**config.mk**
```make
export PLATFORM = sky130hd
export DESIGN_NAME = gpio_wake_port
export DESIGN_NICKNAME = d
export VERILOG_FILES = /design/src/rtl/gwp_pkg.sv /design/src/rtl/gwp_sync.sv /design/src/rtl/gwp_pad_drive.sv /design/src/rtl/gwp_change_det.sv /design/src/rtl/gpio_wake_port.sv
export SDC_FILE = /design/constraint.sdc
export NUM_CORES = 1
export LEC_CHECK = 0
export CORE_AREA = 2 2 84 86
export DETAILED_ROUTE_END_ITERATION = 10
export DIE_AREA = 0 0 86 88
export DONT_BUFFER_PORTS = 1
export HOLD_SLACK_MARGIN = 0.15
export PLACE_DENSITY = 0.56
export SYNTH_ARGS = -nofsm -noshare
export SYNTH_HDL_FRONTEND = slang
export SYNTH_SLANG_ARGS = --single-unit
```
**constraint.sdc**
```tcl
create_clock -name clk -period 1.8 [get_ports clk]
set_clock_uncertainty 0.15 [all_clocks]
set_input_delay 0.09 -clock clk [delete_from_list [all_inputs] [get_ports clk]]
set_output_delay 0.09 -clock clk [all_outputs]
set_load 0.01 [all_outputs]
```
**src/rtl/gwp_pkg.sv**
```systemverilog
package gwp_pkg;
  localparam logic [2:0] A_DATA = 3'd0;
  localparam logic [2:0] A_DIR  = 3'd1;
  localparam logic [2:0] A_PU   = 3'd2;
  localparam logic [2:0] A_PD   = 3'd3;
  localparam logic [2:0] A_OD   = 3'd4;
  localparam logic [2:0] A_CTL  = 3'd5;
  localparam int CTL_FLAG = 0;
  localparam int CTL_WAKE = 1;
endpackage

```
**src/rtl/gwp_sync.sv**
```systemverilog
module gwp_sync #(
  parameter int W = 8
) (
  input  logic         clk,
  input  logic         rst_n,
  input  logic [W-1:0] d_i,
  output logic [W-1:0] q_o
);
  logic [W-1:0] s1;
  always_ff @(posedge clk or negedge rst_n) begin
    if (!rst_n) begin
      s1  <= '0;
      q_o <= '0;
    end else begin
      s1  <= d_i;
      q_o <= s1;
    end
  end
endmodule

```
**src/rtl/gwp_pad_drive.sv**
```systemverilog
module gwp_pad_drive #(
  parameter int W = 8
) (
  input  logic         clk,
  input  logic         rst_n,
  input  logic [W-1:0] dir_i,
  input  logic [W-1:0] lat_i,
  input  logic [W-1:0] od_i,
  input  logic [W-1:0] pu_i,
  input  logic [W-1:0] pd_i,
  output logic [W-1:0] oe_o,
  output logic [W-1:0] out_o,
  output logic [W-1:0] pu_o,
  output logic [W-1:0] pd_o
);
  for (genvar i = 0; i < W; i++) begin : g_pin
    assign oe_o[i]  = dir_i[i] & ~(od_i[i] & lat_i[i]);
    assign out_o[i] = lat_i[i] & ~od_i[i];
    assign pu_o[i]  = pu_i[i];
    assign pd_o[i]  = pd_i[i];


    od_never_high_chk: assert property (@(posedge clk) disable iff (!rst_n)
      (od_i[i] && oe_o[i]) |-> !out_o[i]);

    input_no_drive_chk: assert property (@(posedge clk) disable iff (!rst_n)
      !dir_i[i] |-> !oe_o[i]);
  end
endmodule

```
**src/rtl/gwp_change_det.sv**
```systemverilog
module gwp_change_det #(
  parameter int W = 8
) (
  input  logic         clk,
  input  logic         rst_n,
  input  logic [W-1:0] level_i,
  input  logic [W-1:0] dir_i,
  input  logic         snap_i,
  input  logic         clr_i,
  output logic         flag_o
);
  logic [W-1:0] snap;
  logic         armed;
  logic         chg;

  assign chg = armed && (((level_i ^ snap) & ~dir_i) != '0);

  always_ff @(posedge clk or negedge rst_n) begin
    if (!rst_n) begin
      snap   <= '0;
      armed  <= 1'b0;
      flag_o <= 1'b0;
    end else begin
      if (snap_i) begin
        snap  <= level_i;
        armed <= 1'b1;
      end
      if (chg)        flag_o <= 1'b1;
      else if (clr_i) flag_o <= 1'b0;
    end
  end


  flag_sticky_chk: assert property (@(posedge clk) disable iff (!rst_n)
    (flag_o && !clr_i) |=> flag_o);

  unarmed_quiet_chk: assert property (@(posedge clk) disable iff (!rst_n)
    !armed |=> !flag_o);

  change_sets_chk: assert property (@(posedge clk) disable iff (!rst_n)
    chg |=> flag_o);
endmodule

```
**src/rtl/gpio_wake_port.sv**
```systemverilog
module gpio_wake_port
  import gwp_pkg::*;
#(
  parameter int N_PINS   = 8,
  parameter int PD_COUNT = 4
) (
  input  logic              clk,
  input  logic              rst_n,
  input  logic [2:0]        bus_addr,
  input  logic [N_PINS-1:0] bus_wdata,
  input  logic              bus_we,
  input  logic              bus_re,
  output logic [N_PINS-1:0] bus_rdata,
  input  logic [N_PINS-1:0] pin_i,
  output logic [N_PINS-1:0] pad_oe_o,
  output logic [N_PINS-1:0] pad_out_o,
  output logic [N_PINS-1:0] pad_pu_o,
  output logic [N_PINS-1:0] pad_pd_o,
  output logic              irq_o,
  output logic              wake_o
);
  localparam logic [N_PINS-1:0] PD_MASK = N_PINS'((1 << PD_COUNT) - 1);

  logic [N_PINS-1:0] lat_q, dir_q, pu_q, pd_q, od_q, level;
  logic              wake_en_q, flag;
  logic              snap_req, clr_req;

  gwp_sync #(.W(N_PINS)) u_sync (
    .clk(clk), .rst_n(rst_n), .d_i(pin_i), .q_o(level)
  );

  assign snap_req = bus_re && (bus_addr == A_DATA);
  assign clr_req  = bus_we && (bus_addr == A_CTL) && bus_wdata[CTL_FLAG];

  gwp_change_det #(.W(N_PINS)) u_det (
    .clk(clk), .rst_n(rst_n), .level_i(level), .dir_i(dir_q),
    .snap_i(snap_req), .clr_i(clr_req), .flag_o(flag)
  );

  gwp_pad_drive #(.W(N_PINS)) u_pad (
    .clk(clk), .rst_n(rst_n), .dir_i(dir_q), .lat_i(lat_q), .od_i(od_q),
    .pu_i(pu_q), .pd_i(pd_q), .oe_o(pad_oe_o), .out_o(pad_out_o),
    .pu_o(pad_pu_o), .pd_o(pad_pd_o)
  );

  always_ff @(posedge clk or negedge rst_n) begin
    if (!rst_n) begin
      lat_q     <= '0;
      dir_q     <= '0;
      pu_q      <= '0;
      pd_q      <= '0;
      od_q      <= '0;
      wake_en_q <= 1'b0;
    end else if (bus_we) begin
      case (bus_addr)
        A_DATA:  lat_q     <= bus_wdata;
        A_DIR:   dir_q     <= bus_wdata;
        A_PU:    pu_q      <= bus_wdata;
        A_PD:    pd_q      <= bus_wdata & PD_MASK;
        A_OD:    od_q      <= bus_wdata;
        A_CTL:   wake_en_q <= bus_wdata[CTL_WAKE];
        default: ;
      endcase
    end
  end

  always_comb begin
    bus_rdata = '0;
    case (bus_addr)
      A_DATA: bus_rdata = (dir_q & lat_q) | (~dir_q & level);
      A_DIR:  bus_rdata = dir_q;
      A_PU:   bus_rdata = pu_q;
      A_PD:   bus_rdata = pd_q;
      A_OD:   bus_rdata = od_q;
      A_CTL: begin
        bus_rdata[CTL_FLAG] = flag;
        bus_rdata[CTL_WAKE] = wake_en_q;
      end
      default: bus_rdata = '0;
    endcase
  end

  assign irq_o  = flag;
  assign wake_o = flag & wake_en_q;


  pd_mask_chk: assert property (@(posedge clk) disable iff (!rst_n)
    (pad_pd_o & ~PD_MASK) == '0);

  wake_needs_irq_chk: assert property (@(posedge clk) disable iff (!rst_n)
    wake_o |-> irq_o);
endmodule

```
==> impl_metrics.toml <==
[status]
status = "finished, final reports clean"

[route]
avgRoutedWirePerCell_um = 18.08
drtAntennaViolNets = 0
routed-via-count = 1970
drt-total-wl_mm = 6.726
drcViolationCount = 0
first_iter_violations = 130
drtPass1Iterations = 4
viasPerCell = 5.296

[synthesis]
yosysUniqueCellTypes = 35
yosysSeqAreaShare_pct = 54.59
synth_area_per_cell_um2 = 12.39
synth_top_cell_by_area = "dfrtp_1"
synth_seq_cells = 63
synthesis.area_um2 = 2888
ys_top_cells_by_area = "dfrtp_1, mux2_2, o21ai_0, xnor2_1, nor2b_1"
synth_top_area_share_pct = 54.59
yosys_warnings = 0
synth_cells = 233

[layout]
drive_gt1_share_pct = 31.16
area_growth_pct = 25.78
final_util_pct = 54.67
final_cell_mix = "dfrtp_1, mux2_2, dlygate4sd3_1"
nets = 310
insertedDiodeCount = 0
fillers = 594
layout_commonest_cell = "dfrtp_1"

[setup_path]
crit_slowest_cell = "dfrtp_1"
critPathCaptureType = "output pin"
critPathTopFamily = "flip-flops"
cp.required_ns = 1.56
crit_fanout = 2
cp_cell_sequence = "or3b_4 -> a21oi_2 -> a21oi_1 -> o21ai_1 -> buf_4"
cp.arrival_ns = 1.52
crit_buf_inv = 1
max_stage_delay_ns = 0.39
crit_path_start_kind = "flop"
worstSetupPathType = "reg2out"

[clock_network]
clock_path_buffers = 2
cts_sinks = 63
cts_buffers = 9
cts_root_buffer = "clkbuf_8"
tritoncts = "built"
clk_latency_ns = 0.34
clk_pin_slew_ns = 0.07
htreeDepth = 3

[power_and_ir_drop]
power_density_nw_per_um2 = 1037
p_leak_nw = 1.507
ir_worst_vdd_v = 0.0005399
power_w = 0.003766

[floorplanning]
core_area_um2 = 6644
die_w_um = 86
die_y_um = 88
ios = 65
rows = 30
die_area_um2 = 7568
initial_utilization_pct = 43.47

[timing]
rsz0062_at_grt = "true"
fin_crit_ns = 1.757
fin_tns_setup_ns = 0
maxSlewViolCount = 0
hold_violations = 0
hold_slack_ns = 0.1796
setup_violations = 0
tightest_slew_ns = 0.5098
post-route-period-util_pct = 97.61
fmax_mhz = 569.2
relSlewSlack_pct = 65.71

[run]
maxCapViolations = 0

[place]
port_buffers = 0
gp_congestion = 0.7259
place_hpwl_mm = 4.156

[global_route]
globalRoute.totalOverflow = 0
grt_pass1_wl_mm = 10.39
grt_pass1_vias = 1886
antenna_found_initial = 0
track_usage_pct = 18.38
grt_max_degree = 64

[hold_path]
hp-class = "in2out"
synthesized netlist by cell type:
cell type and count:
mux2_2 43, buf_2 4, o32a_1 4, nor2b_1 9
or2_2 1, nor4b_4 1, a2bb2oi_1 1, nor3_4 1
a21boi_0 4, nor2_4 2, buf_4 7, nor2_1 12
mux2i_1 2, conb_1 1, o41ai_1 1, buf_6 2
nand3b_1 1, o221a_2 1, inv_1 5, o21ai_0 15
a21oi_1 8, clkbuf_1 2, nand2_1 7, nand2b_1 1
or3b_2 2, o22ai_1 5, o221ai_1 1, dfrtp_1 63
xnor2_1 8, and2_1 1, or2_1 1, nor3_1 1
a22oi_1 6, nand3_1 8, nand2b_4 2
timing repair:
action | in CTS | in global routing
cloned | 0 | 1
endpoints found under the setup margin | 2 | 7
hold buffers | 37 | 2
buffers inserted | 3 | 6
pin swaps | 2 | 2
endpoints found under the hold margin | 119 | 8
resized for setup | 6 | 4
state kept, by name, summed over array words and instances, names as in the netlist:
name and cells:
dir_q 8, lat_q 8, od_q 8, pd_q 4, pu_q 8, u_det.armed 1, u_det.flag_o 1, u_det.snap 8
u_sync.q_o 8, u_sync.s1 8, wake_en_q 1
worst register-to-register path, stage by stage, from the launching register on:
cell     delay, ns
dfrtp_1       0.40
buf_4         0.14
buf_4         0.12
xnor2_1       0.14
o22ai_1       0.10
o41ai_1       0.36
nand2_1       0.08
per-layer routing:
layer | vias to the layer above | global-route usage, % | part of all wire, %
met5 | - | 0 | 0
met4 | 0 | 6.782 | 0.65
met3 | 4 | 5.278 | 4.0
met2 | 50 | 28.61 | 48
met1 | 988 | 24.56 | 47
li1 | 928 | - | -
path summary, 6_finish.rpt:
check / start / to / slack (ns) / depth (start not counted)
setup / recovery: dir_q[3]$_DFFE_PN0P_ / bus_rdata[3] / 0.04 / 5
max in group asynchronous: rst_n / pu_q[1]$_DFFE_PN0P_ / 0.57 / 3
hold / removal: bus_addr[1] / bus_rdata[4] / 0.18 / 1
hold reg to reg: u_sync.s1[2]$_DFF_PN0_ / u_sync.q_o[2]$_DFF_PN0_ / 0.20 / 0
setup reg to reg: u_sync.q_o[3]$_DFF_PN0_ / u_det.flag_o$_DFFE_PN0P_ / 0.19 / 6
min in group asynchronous: rst_n / dir_q[5]$_DFFE_PN0P_ / 0.68 / 3
where the power goes:
part | internal (W) | switching, W
Combinational | 0.000431 | 0.000359
Sequential | 0.00166 | 0.000235
Clock | 0.000529 | 0.000555
stage by stage:
stage	instances	area (µm²)	setup slack, ns
5_1_grt	372	3632	-0.03510
6_report	372	3632	0.04301
3_5_place_dp	307	2942	0.2077
2_1_floorplan	236	2899	0.3029
4_1_cts	363	3545	0.004401
3_3_place_gp	307	2942	0.2608
cells by family (layout without fill, tap and decap cells):
family | count (synthesis) | in the layout | share of synthesized area (%)
AOI/OAI and AO/OA | 46 | 46 | 10.36
xor gates and xnor gates | 8 | 8 | 2.426
muxes | 45 | 45 | 17.46
and+or+nand+nor | 50 | 50 | 10.83
buffers and inverters | 20 | 76 | 4.203
other | 1 | 4 | 0.1299
DFF | 63 | 63 | 54.59
cell type report:
cell class                      count  area (µm²)  share of cell area (%)
Sequential cell                    63        1577                   43.40
Multi-Input combinational cell    153        1229                   33.83
Timing Repair Buffer               55       534.3                   14.71
Clock buffer                       10       137.6                   3.789
Tap cell                           80       100.1                   2.756
Clock inverter                      6       36.28                  0.9990
Inverter                            5       18.77                  0.5167
Power figures use the tool's default switching activity.
